===== config.mk =====
export PLATFORM = sky130hd
export DESIGN_NAME = vic_vec_arb
export DESIGN_NICKNAME = d
export VERILOG_FILES = /design/src/rtl/vic_pkg.sv /design/src/rtl/vic_group_bank.sv /design/src/rtl/vic_arbiter.sv /design/src/rtl/vic_vec_arb.sv
export SDC_FILE = /design/constraint.sdc
export NUM_CORES = 1
export LEC_CHECK = 0
export BUFFER_PORTS_ARGS = -buffer_cell sky130_fd_sc_hd__buf_2
export CAP_MARGIN = 20
export CORE_ASPECT_RATIO = 0.8
export CORE_UTILIZATION = 45
export CTS_CLUSTER_SIZE = 8
export DETAILED_ROUTE_END_ITERATION = 10
export GPL_TIMING_DRIVEN = 0
export HOLD_SLACK_MARGIN = 0.03
export SYNTH_ARGS = -nofsm -noshare
export SYNTH_HDL_FRONTEND = slang
export SYNTH_HIERARCHICAL = 1
export SYNTH_SLANG_ARGS = --single-unit

===== constraint.sdc =====
create_clock -name clk -period 13.5 [get_ports clk]
set_input_delay 0.675 -clock clk [delete_from_list [all_inputs] [get_ports clk]]
set_output_delay 0.675 -clock clk [all_outputs]
set_load 0.05 [all_outputs]

===== src/rtl/vic_pkg.sv =====
package vic_pkg;
    localparam int LVL_W   = 3;
    localparam int CFG_W   = 5;
    localparam int EN_BIT  = 3;
    localparam int CLR_BIT = 4;
    localparam logic [LVL_W-1:0] LVL_OFF = '1;
endpackage


===== src/rtl/vic_group_bank.sv =====
module vic_group_bank
    import vic_pkg::*;
#(
    parameter int NUM_GRP = 36,
    parameter int GRP_W   = 6
) (
    input  logic                           clk,
    input  logic                           rst_n,
    input  logic [NUM_GRP-1:0]             src_pulse,
    input  logic                           wr_en,
    input  logic [GRP_W-1:0]               wr_grp,
    input  logic [CFG_W-1:0]               wr_data,
    input  logic [GRP_W-1:0]               rd_grp,
    output logic [CFG_W-1:0]               rd_data,
    output logic [NUM_GRP-1:0][LVL_W-1:0]  lvl_o,
    output logic [NUM_GRP-1:0]             cand_o
);
    typedef struct packed {
        logic [NUM_GRP-1:0][LVL_W-1:0] lvl;
        logic [NUM_GRP-1:0]            en;
        logic [NUM_GRP-1:0]            flag;
    } bank_t;

    bank_t bank_d, bank_q;
    logic [NUM_GRP-1:0] wr_hit;
    logic               clr_req;

    assign clr_req = wr_data[CLR_BIT];

    // Address decode: one hit line per group; out-of-range indices hit nothing.
    for (genvar g = 0; g < NUM_GRP; g++) begin : g_dec
        assign wr_hit[g] = wr_en && (wr_grp == GRP_W'(g));
    end

    always_comb begin
        bank_d = bank_q;
        for (int g = 0; g < NUM_GRP; g++) begin
            if (wr_hit[g]) begin
                bank_d.lvl[g] = wr_data[LVL_W-1:0];
                bank_d.en[g]  = wr_data[EN_BIT];
            end
            // A new event outranks a clear in the same cycle.
            bank_d.flag[g] = (bank_q.flag[g] && !(wr_hit[g] && clr_req)) || src_pulse[g];
        end
    end

    always_ff @(posedge clk or negedge rst_n) begin
        if (!rst_n) begin
            bank_q.lvl  <= {NUM_GRP{LVL_OFF}};
            bank_q.en   <= '0;
            bank_q.flag <= '0;
        end else begin
            bank_q <= bank_d;
        end
    end

    always_comb begin
        rd_data = {2'b00, LVL_OFF};
        if (int'(rd_grp) < NUM_GRP) begin
            rd_data = {bank_q.flag[rd_grp], bank_q.en[rd_grp], bank_q.lvl[rd_grp]};
        end
    end

    for (genvar g = 0; g < NUM_GRP; g++) begin : g_cand
        assign cand_o[g] = bank_q.flag[g] && bank_q.en[g] && (bank_q.lvl[g] != LVL_OFF);
        assign lvl_o[g]  = bank_q.lvl[g];

        p_pulse_sets_r2 : assert property (@(posedge clk) disable iff (!rst_n)
            src_pulse[g] |=> bank_q.flag[g]);

        p_clear_works_r3 : assert property (@(posedge clk) disable iff (!rst_n)
            (wr_hit[g] && clr_req && !src_pulse[g]) |=> !bank_q.flag[g]);

        p_flag_holds_r2 : assert property (@(posedge clk) disable iff (!rst_n)
            (!src_pulse[g] && !wr_hit[g]) |=> (bank_q.flag[g] == $past(bank_q.flag[g])));

        p_cfg_untouched_r4 : assert property (@(posedge clk) disable iff (!rst_n)
            !wr_hit[g] |=> (bank_q.lvl[g] == $past(bank_q.lvl[g])) && (bank_q.en[g] == $past(bank_q.en[g])));
    end
endmodule


===== src/rtl/vic_arbiter.sv =====
module vic_arbiter
    import vic_pkg::*;
#(
    parameter int NUM_GRP = 36,
    parameter int GRP_W   = 6
) (
    input  logic [NUM_GRP-1:0][LVL_W-1:0] lvl_i,
    input  logic [NUM_GRP-1:0]            cand_i,
    output logic                          win_valid,
    output logic [LVL_W-1:0]              win_lvl,
    output logic [GRP_W-1:0]              win_grp
);
    // Strict compare while scanning upward keeps the lowest index on ties.
    always_comb begin
        win_lvl = LVL_OFF;
        win_grp = '0;
        for (int i = 0; i < NUM_GRP; i++) begin
            if (cand_i[i] && (lvl_i[i] < win_lvl)) begin
                win_lvl = lvl_i[i];
                win_grp = GRP_W'(i);
            end
        end
        win_valid = (win_lvl != LVL_OFF);
    end

    always_comb begin
        if (win_valid) begin
            a_win_is_cand_r6 : assert (cand_i[win_grp] && (lvl_i[win_grp] == win_lvl));
        end
        if (cand_i == '0) begin
            a_none_r10 : assert (!win_valid && (win_grp == '0));
        end
    end
endmodule


===== src/rtl/vic_vec_arb.sv =====
module vic_vec_arb
    import vic_pkg::*;
#(
    parameter int NUM_GRP = 36,
    parameter int GRP_W   = $clog2(NUM_GRP)
) (
    input  logic                 clk,
    input  logic                 rst_n,
    input  logic [NUM_GRP-1:0]   src_pulse,
    input  logic [LVL_W-1:0]     cpu_level,
    input  logic                 wr_en,
    input  logic [GRP_W-1:0]     wr_grp,
    input  logic [CFG_W-1:0]     wr_data,
    input  logic [GRP_W-1:0]     rd_grp,
    output logic [CFG_W-1:0]     rd_data,
    output logic                 irq_req,
    output logic [LVL_W-1:0]     irq_level,
    output logic [GRP_W-1:0]     irq_grp
);
    typedef struct packed {
        logic             req;
        logic [LVL_W-1:0] lvl;
        logic [GRP_W-1:0] grp;
    } out_t;

    logic [NUM_GRP-1:0][LVL_W-1:0] grp_lvl;
    logic [NUM_GRP-1:0]            grp_cand;
    logic                          win_valid;
    logic [LVL_W-1:0]              win_lvl;
    logic [GRP_W-1:0]              win_grp;
    out_t                          out_d, out_q;

    vic_group_bank #(.NUM_GRP(NUM_GRP), .GRP_W(GRP_W)) u_bank (
        .clk       (clk),
        .rst_n     (rst_n),
        .src_pulse (src_pulse),
        .wr_en     (wr_en),
        .wr_grp    (wr_grp),
        .wr_data   (wr_data),
        .rd_grp    (rd_grp),
        .rd_data   (rd_data),
        .lvl_o     (grp_lvl),
        .cand_o    (grp_cand)
    );

    vic_arbiter #(.NUM_GRP(NUM_GRP), .GRP_W(GRP_W)) u_arb (
        .lvl_i     (grp_lvl),
        .cand_i    (grp_cand),
        .win_valid (win_valid),
        .win_lvl   (win_lvl),
        .win_grp   (win_grp)
    );

    always_comb begin
        out_d.req = win_valid && (win_lvl < cpu_level);
        out_d.lvl = win_valid ? win_lvl : LVL_OFF;
        out_d.grp = win_valid ? win_grp : '0;
    end

    always_ff @(posedge clk or negedge rst_n) begin
        if (!rst_n) begin
            out_q.req <= 1'b0;
            out_q.lvl <= LVL_OFF;
            out_q.grp <= '0;
        end else begin
            out_q <= out_d;
        end
    end

    assign irq_req   = out_q.req;
    assign irq_level = out_q.lvl;
    assign irq_grp   = out_q.grp;

    p_req_better_r8 : assert property (@(posedge clk) disable iff (!rst_n)
        irq_req |-> (irq_level < $past(cpu_level)));

    p_masked_quiet_r5 : assert property (@(posedge clk) disable iff (!rst_n)
        irq_req |-> (irq_level != LVL_OFF));

    p_idle_grp_zero_r10 : assert property (@(posedge clk) disable iff (!rst_n)
        (irq_level == LVL_OFF) |-> (!irq_req && irq_grp == '0));

    p_latency_r9 : assert property (@(posedge clk) disable iff (!rst_n)
        $past(grp_cand == '0) |-> !irq_req);
endmodule


==> flow_summary.yaml, run 1 <==
sta:
  rsz0062_at_grt: "false"
  finalClockSkew_ns: 0.00798
  period_share_pct: 85.3
  setup_tns_ns: 0
  setup_viol: 0
  finalMaxSlewViolations: 0
  whs_ns: 0.198
  max_slew_margin_pct: 37.7
  period_needed_ns: 11.51
  timing.fmax_mhz: 86.9
  worst_pin_slew_ns: 0.923
  finalHoldViolCount: 0
yosys:
  synth_warnings: 6
  synth_area_mm2: 0.0162
  syn-num-nets: 1870
  syn_inst: 1807
  synth_ff_type: "dfstp_2"
  synth.top_cell.area_share_pct: 18.0
  synth_edf_count: 0
  ys_async_sr_fraction_pct: 100
  ys_types: 112
  avgSynthCellArea_um2: 8.95
  ys_ff_latch: 190
  yosys.area.top_type: "dfstp_2"
  yosys-top-cells-area: "dfstp_2 (18%), dfrtp_1 (12%), mux2_2 (10%)"
  ys_seq_area_share_pct: 30.2
cts:
  clk_latency_ns: 0.44
  numCtsBuffers: 17
  clkSlewWorstSetupHoldPaths_ns: 0.07
  cts_tree: "yes"
  cts_resized: 0
  cts_root_buffer: "clkbuf_16"
  post_cts_buffers: 0
  cts.path.max_buffers: 2
  postCtsHoldBufs: 0
  h-tree-depth: 4
  cts.sinks: 190
worst_setup_path:
  crit_path_end_kind: "flop"
  crit_type: "reg2reg"
  crit_required_ns: 13.85
  cp_top_family: "compound AO/OA/AOI/OAI gates"
  cp.arrival_ns: 11.87
  worstRegToRegCells: 42
  start_kind: "flop"
  path_depth: 42
  slowest_delay_ns: 0.71
  crit_slowest_cell: "a41oi_1"
  worst-path-max-fanout: 10
  crit_buf_inv: 3
  cp_common_cell: "a31oi_1"
final_layout:
  final_util_pct: 50.6
  instances_no_fill: 2385
  finalNetCount: 1959
  drive_above_1_share_pct: 31.3
  area_growth_pct: 9.83
  final_cell_mix: "nand2_1 (202), mux2_2 (150), nor2_1 (145), buf_4 (114), dfstp_2 (111)"
  final_common_cell: "nand2_1"
min_path:
  hold_class: "in2async"
pwr:
  leakage_nw: 7.09
  finalPower_mw: 2.74
  p_per_area_mw_per_mm2: 154
  peakVddDrop_uv: 92.4
place:
  gp_congestion: 0.949
  io_buffer_count: 69
  dpl.hpwl_mm: 39.6
  dpl.cell_count: 2349
global_routing:
  grtUsageTotal_pct: 28.0
  antenna_found_initial: 3
  grt_pass1_wl_mm: 79.9
  grt_pass1_vias: 14100
  grt_overflow: 0
  grt_max_degree: 110
run:
  drv_cap: 0
die:
  row_count: 61
  die_h_um: 172
  core_area_mm2: 0.0351
  ios: 74
  die_area_mm2: 0.0367
  die_w_um: 214
  start_util_pct: 46.1
route:
  drtAntennaViolNets: 0
  via_per_inst: 6.15
  routed_wl_mm: 51.1
  drtIter0Drc: 1237
  wl_per_cell_um: 21.4
  firstDrtPassIters: 7
  drc: 0
  via_count: 14700
run_status:
  outcome: "complete, no violations"
synthesized netlist by cell type (29+ instances only):
library cell / count
a21oi_1: 65
inv_1: 44
nand3_1: 34
nor3_1: 29
a21o_1: 33
o21ai_0: 74
mux2_2: 150
dfrtp_1: 79
a31oi_1: 65
dfstp_2: 111
nor2_1: 145
nand2b_1: 82
nand2_1: 202
nor2b_1: 48
clkbuf_1: 31
mux4_2: 38
buf_4: 114
flip-flops by register name (all words and copies together) (netlist names):
signal,count
irq_req,1
irq_grp,6
u_bank/lvl_o,108
irq_level,3
u_bank/bank_q,72
final cells by class:
type / instances / area (um2)
antenna: 4 / 10.0
timing repair buffer: 70 / 383
tap: 472 / 591
clock inverter: 7 / 68.8
fill: 3389 / 17300
buffer: 159 / 1060
clock buffer: 25 / 538
multi-input combinational: 1413 / 10100
inverter: 45 / 169
sequential: 190 / 4890
through the flow:
stage	instance area, um2	setup slack, ns
finish	17800	1.99
detailed placement	17200	2.14
CTS	17800	2.11
floorplan	16200	4.49
global route	17800	0.939
global placement	17100	2.28
path summary, 6_finish.rpt:
path	slack, ns	to	start
max in group asynchronous	12.29	u_bank/bank_q[57]	rst_n
worst max-delay path	1.99	irq_req	u_bank/lvl_o[2]
worst max register to register	1.99	irq_req	u_bank/lvl_o[2]
worst min register to register	0.51	u_bank/bank_q[22]	u_bank/bank_q[22]
worst min-delay path	0.20	irq_req	rst_n
min in group clk	0.41	u_bank/bank_q[0]	src_pulse[0]
logic make-up after synthesis:
group                    Yosys count  synth area share (%)
AO/OA/AOI/OAI                    498                  21.9
buffers and inverters            204                  7.61
AND/OR/NAND/NOR                  680                  21.6
flip-flops                       190                  30.2
adder cells (fa/ha/maj)           22                  1.42
multiplexers                     213                  17.3
power breakdown:
part / internal [mW] / switching, mW / total [mW]
Combinational: 0.615 / 0.861 / 1.48
Sequential: 0.677 / 0.0659 / 0.743
Clock: 0.297 / 0.228 / 0.525
worst register-to-register path, delay by kind of cell, from the launching register on:
kind | cells | cell delay [ns]
compound gates | 25 | 6.93
simple gates | 13 | 3.12
flops | 1 | 0.57
fa+ha+maj | 1 | 0.24
buf+inv | 3 | 0.54
per-layer routing:
| layer | track usage (%) | share of wire, % | up-vias |
|---|---|---|---|
| li1 | - | - | 6806 |
| met4 | 7.23 | 1.7 | 0 |
| met5 | 0 | 0 | - |
| met2 | 43.2 | 44 | 527 |
| met3 | 5.53 | 7.3 | 62 |
| met1 | 40.0 | 47 | 7270 |
Note: power is estimated with default switching activity, not from simulation.
==> run 2: changes to the inputs <==
Settings changed: GPL_TIMING_DRIVEN 0 to unset, PLACE_DENSITY set to 0.66.
==> run 2 against run 1 <==
  * Via count decreased by 3.5%
  * Sequential share of layout area increased by 1.8 points
  * Clock skew decreased by 0.00069 ns
  * Clock power decreased by 4.0%
  * Final cell count decreased by 6.5%
  * Routed wire length decreased by 6.4%
  * Die area unchanged
  * Highest routed layer is now met5
  * Register-to-register slack improved by 0.32 ns
  * Critical path depth decreased by 5
  * Non-clock buffer count decreased by 152
  * Design area decreased by 6.1%
  * Core utilization decreased by 3.1 points
  * Critical path type unchanged
==> flow_summary.yaml, run 2 (synthesis results as in run 1) <==
sta:
  period_needed_ns: 11.20
  worst_slack_ns: 2.30
  max_slew_margin_pct: 38.3
  timing.fmax_mhz: 89.3
  setup_tns_ns: 0
  period_share_pct: 82.9
  worst_pin_slew_ns: 0.926
  finalMaxSlewViolations: 0
  whs_ns: 0.218
  rsz0062_at_grt: "false"
  finalClockSkew_ns: 0.00729
  setup_viol: 0
  finalHoldViolCount: 0
min_path:
  hold_class: "in2async"
place:
  pre_cts_slack_ns: 2.63
  place_area_mm2: 0.0161
  io_buffer_count: 73
  dpl.cell_count: 2197
  dpl.hpwl_mm: 35.6
  gp_congestion: 0.960
cts:
  numCtsBuffers: 17
  cts_tree: "yes"
  post_cts_buffers: 0
  cts_root_buffer: "clkbuf_16"
  clk_latency_ns: 0.45
  cts.sinks: 190
  h-tree-depth: 4
  postCtsHoldBufs: 0
  cts_resized: 0
  clkSlewWorstSetupHoldPaths_ns: 0.07
  cts.path.max_buffers: 2
worst_setup_path:
  crit_type: "reg2reg"
  worstRegToRegCells: 37
  worst-path-max-fanout: 11
  start_kind: "flop"
  cp_common_cell: "nand2_1"
  r2r_slack_ns: 2.30
  crit_required_ns: 13.86
  slowest_delay_ns: 0.71
  crit_path_end_kind: "flop"
  worstReg2RegEnd: "irq_req"
  crit_slowest_cell: "or4_1"
  crit_start: "u_bank/lvl_o[4]"
  cp.arrival_ns: 11.56
  r2r-start: "u_bank/lvl_o[4]"
pwr:
  p_per_area_mw_per_mm2: 157
  peakVddDrop_uv: 86.7
  leakage_nw: 6.39
  finalPower_mw: 2.62
route:
  via_per_inst: 6.35
  drtIter0Drc: 1282
  firstDrtPassIters: 5
  drc: 0
  routed_wl_mm: 47.8
  drtAntennaViolNets: 0
  via_count: 14200
  wl_per_cell_um: 21.4
global_routing:
  grt_overflow: 0
  grtUsageTotal_pct: 26.1
  grt_pass1_vias: 13100
  grt_pass1_wl_mm: 75.1
  grt_max_degree: 70
  antenna_found_initial: 3
run:
  drv_cap: 0
die:
  die_w_um: 214
  core_area_mm2: 0.0351
  ios: 74
  row_count: 61
  start_util_pct: 46.1
  die_area_mm2: 0.0367
  die_h_um: 172
final_layout:
  drive_above_1_share_pct: 27.3
  ff_latch_area_mm2: 0.00489
  largest_reg_flops: 108
  num_antenna_cells: 0
  final_cell_area_mm2: 0.0167
  final_util_pct: 47.5
  final_common_cell: "nand2_1"
  fill_cells: 3408
  finalNetCount: 1807
  instances_no_fill: 2229
  multiInputGateArea_mm2: 0.0101
  final_cell_mix: "nand2_1 (202), mux2_2 (150), nor2_1 (145), dfstp_2 (111), nand2b_1 (82)"
  area_growth_pct: 3.12
run_status:
  outcome: "complete, no violations"
==> run 2: changes by cell type in the layout (fill, tap and decap cells not counted), moves of 2 or more <==
cell / before / now
diode_2: 4 / 0
clkinv_2: 3 / 0
clkinvlp_4: 0 / 2
inv_8: 0 / 2
buf_4: 114 / 4
clkinv_4: 0 / 3
buf_6: 2 / 0
buf_2: 77 / 72
clkbuf_1: 33 / 2
clkbuf_16: 19 / 17
buf_8: 2 / 0
buf_1: 2 / 0
==> run 2: power by group <==
part / total, mW / internal (mW) / switching (mW)
clock: 0.504 / 0.257 / 0.247
combinational: 1.33 / 0.553 / 0.775
sequential: 0.793 / 0.679 / 0.114
total: 2.62 / 1.49 / 1.14
==> run 2: critical path: cells and delay by family, from the launching register on <==
family / cells / cell delay, ns
compound gates: 18 / 5.15
fa+ha+maj: 1 / 0.35
flops: 1 / 0.64
simple gates: 18 / 4.90
==> run 2: final cells by class <==
| type | count | area share (%) |
|---|---|---|
| Clock buffer | 22 | 2.84 |
| Clock inverter | 10 | 0.585 |
| Inverter | 45 | 1.01 |
| Multi-Input combinational cell | 1413 | 60.3 |
| Sequential cell | 190 | 29.3 |
| Tap cell | 472 | 3.54 |
| Timing Repair Buffer | 77 | 2.42 |
==> run 2: routing by layer <==
layer / routed length (um) / track usage (%) / up-vias / share of wire (%)
met5: 19 / 0 / - / 0.040
met3: 4100 / 5.73 / 66 / 8.6
met2: 20300 / 38.6 / 590 / 42
met1: 22400 / 38.2 / 6997 / 47
li1: - / - / 6502 / -
met4: 977 / 6.73 / 4 / 2.0
==> run 2: worst max path at each step <==
stage / endpoint / cells after the start
global route: irq_req / 41
detailed placement: irq_req / 37
floorplan: irq_req / 40
global placement: irq_req / 37
finish: irq_req / 37
CTS: irq_req / 37
==> run 3: changes to the inputs <==
Settings changed: ABC_AREA set to 1, PLACE_DENSITY 0.66 to 0.67.
Clock period 13.5 ns to 10.4 ns, I/O delays scaled along.
==> run 3 against run 2 <==
  * The flow now finishes with violations (DRC, setup timing)
  * Clock power is 29% higher
  * Count of clock-buffer cells in the layout is 4 lower
  * Core utilization is 7.9 points higher
  * Via count is 9.2% higher
  * Global-route usage is 0.19 points higher
  * Critical path depth is 180 higher
  * Area after synthesis is 7.2% lower
==> flow_summary.yaml, run 3 <==
place:
  gp_congestion: 0.928
  pre_cts_slack_ns: -7.98
  dpl.hpwl_mm: 32.3
  place_area_mm2: 0.0170
  io_buffer_count: 73
die:
  row_count: 59
  die_h_um: 165
  ios: 74
  die_w_um: 206
  die_area_mm2: 0.0341
  start_util_pct: 45.9
  core_area_mm2: 0.0327
yosys:
  synth_common_cells: "nand2_1 (671), inv_1 (402), o21ai_0 (228), nor2_1 (166), nand3_1 (161)"
  synth_warnings: 6
  synth_area_mm2: 0.0150
  yosys.area_share.adder_pct: 0.334
  yosys.area.top_type: "dfstp_2"
  synth-compound-area-share_pct: 12.7
  synth_most_common_cell: "nand2_1"
  syn_inst: 2298
  ys_ff_latch: 190
  synth_top_family_by_area: "simple AND/OR/NAND/NOR gates"
  synth_ff_type: "dfstp_2"
  synth.top_cell.area_share_pct: 19.4
  yosys-mux-area-fraction_pct: 0
  ys_async_sr_fraction_pct: 100
  avgSynthCellArea_um2: 6.53
  synth_edf_count: 0
  ys_seq_area_share_pct: 32.6
  syn-num-nets: 2361
  yosys-top-cells-area: "dfstp_2 (19%), nand2_1 (17%), dfrtp_1 (13%)"
  synth-xor-area-share_pct: 0
  synth-simple-area-share_pct: 36.9
  ys_types: 35
pwr:
  leakage_nw: 8.95
  finalPower_mw: 4.40
  peakVddDrop_uv: 155
  p_int_mw: 2.42
  clock_power_share_pct: 14.8
  power_frac_seq_pct: 22.0
  p_per_area_mw_per_mm2: 243
  comb_power_share_pct: 63.2
  switching_share_pct: 45.2
  p_switching_mw: 1.99
global_routing:
  grt_pass1_wl_mm: 71.2
  grt_pass1_vias: 14300
  grtUsageTotal_pct: 26.3
  grt_max_degree: 116
  antenna_found_initial: 0
  grt_overflow: 0
route:
  drtIter0Drc: 1482
  firstDrtPassIters: 8
  via_count: 15500
  drtAntennaViolNets: 0
  routed_wl_mm: 45.0
  wl_per_cell_um: 15.1
  drc: 4
  via_per_inst: 5.17
sta:
  period_share_pct: 182
  period_needed_ns: 18.90
  worst_slack_ns: -8.50
  finalMaxSlewViolations: 0
  timing.fmax_mhz: 52.9
  finalClockSkew_ns: 0.0147
  setup_viol: 10
  worst_pin_slew_ns: 1.06
  max_slew_margin_pct: 28.9
  rsz0062_at_grt: "true"
  finalHoldViolCount: 0
final_layout:
  final_cell_mix: "nand2_1 (600), inv_1 (395), buf_4 (311), o21ai_0 (228), nand3_1 (158)"
  fill_cells: 3124
  area_growth_pct: 20.9
  num_antenna_cells: 0
  final_cell_area_mm2: 0.0181
  final_common_cell: "nand2_1"
  finalNetCount: 2614
  drive_above_1_share_pct: 28.0
  largest_reg_flops: 108
worst_setup_path:
  cp-endpoint: "irq_req"
  crit_required_ns: 10.74
  cp_common_cell: "nand2_2"
  start_kind: "flop"
  r2r_slack_ns: -8.50
  worstRegToRegCells: 217
  worst-path-max-fanout: 5
  r2r-start: "u_bank/lvl_o[0]"
  crit_buf_inv: 11
  crit_path_end_kind: "flop"
  slowest_delay_ns: 0.56
  crit_type: "reg2reg"
  cp.arrival_ns: 19.24
  cp_top_family: "simple AND/OR/NAND/NOR gates"
  crit_slowest_cell: "dfstp_2"
  worstReg2RegEnd: "irq_req"
  crit_start: "u_bank/lvl_o[0]"
  path_depth: 217
cts:
  clkSlewWorstSetupHoldPaths_ns: 0.08
  numCtsBuffers: 17
  cts.sinks: 190
  cts_tree: "yes"
  postCtsHoldBufs: 0
  clk_latency_ns: 0.44
  cts_root_buffer: "clkbuf_16"
  h-tree-depth: 4
  cts.path.max_buffers: 2
min_path:
  hold_class: "in2async"
run_status:
  outcome: "complete, but fails checks"
  violations: "DRC, setup timing"
run:
  drv_cap: 0
==> run 3: changes by cell type after synthesis, moves of 28 or more <==
cell / previous run / this run
mux4_2: 38 / 0
nand3_1: 34 / 161
nand4_1: 12 / 102
inv_1: 44 / 402
o21ai_0: 74 / 228
mux2_2: 150 / 0
nand2_2: 0 / 38
nand3_4: 0 / 33
a21o_1: 33 / 0
nand2_1: 202 / 671
nor3_1: 29 / 1
a31oi_1: 65 / 0
nand2b_1: 82 / 0
nor2b_1: 48 / 0
==> run 3: how the worst min path moves through the flow <==
stage	cells after the start	to	slack, ns	start
global placement	2	u_bank/bank_q[65]	0.49	u_bank/bank_q[65]
detailed placement	2	u_bank/bank_q[37]	0.50	u_bank/bank_q[37]
CTS	1	u_bank/bank_q[70]	0.23	rst_n
global route	3	u_bank/bank_q[3]	0.25	src_pulse[3]
finish	1	u_bank/bank_q[70]	0.20	rst_n
floorplan	0	irq_grp[0]	0.22	rst_n
==> run 3: final cells by class <==
class                   count  area, um2  area share [%]
flip-flops and latches    190       4890            27.0
multi-input cells        1543       7780            42.9
repair buffers            392       2820            15.6
inverters                 407       1530            8.42
clock inverters            14        151           0.835
clock buffers              18        429            2.37
well taps                 427        534            2.95
==> run 3: cell families after synthesis <==
kind of cell / after synthesis
simple gates: 1187
buf+inv: 565
compound gates: 352
flops: 190
fa+ha+maj: 4
==> run 3: what timing repair did <==
item                       4_1_cts  5_1_grt
buffers inserted                11       32
setup endpoints to repair       10       10
pin swaps                        1       56
gates resized for setup          5       96
==> run 3: through the flow <==
| step | cells | hold WS [ns] | utilization [%] | setup TNS [ns] |
|---|---|---|---|---|
| finish | 2991 | 0.197 | 55.5 | -83.88 |
| global route | 2991 | 0.255 | 55.5 | -104.66 |
| CTS | 2959 | 0.230 | 54.0 | -78.57 |
| detailed placement | 2916 | 0.496 | 51.9 | -78.63 |
| global placement | 2916 | 0.488 | 51.9 | -66.76 |
| floorplan | 2298 | 0.224 | - | -61.34 |
==> run 3: power groups by stage <==
stage          Sequential, mW  Clock [mW]  Combinational (mW)
2_1_floorplan            1.00           0                1.57
6_report                0.968       0.651                2.79
3_5_place_dp            0.977           0                2.40
3_3_place_gp            0.975           0                2.34
4_1_cts                 0.966       0.659                2.46
5_1_grt                 0.981       0.686                3.10
==> run 3: metal layers <==
layer	track usage (%)	vias to the layer above	part of all wire [%]	wire length (um)
met1	37.5	7089	46	20700
met4	7.12	0	2.1	965
met3	4.06	68	7.2	3250
met5	0	-	0	0
met2	41.2	568	45	20100
li1	-	7738	-	-
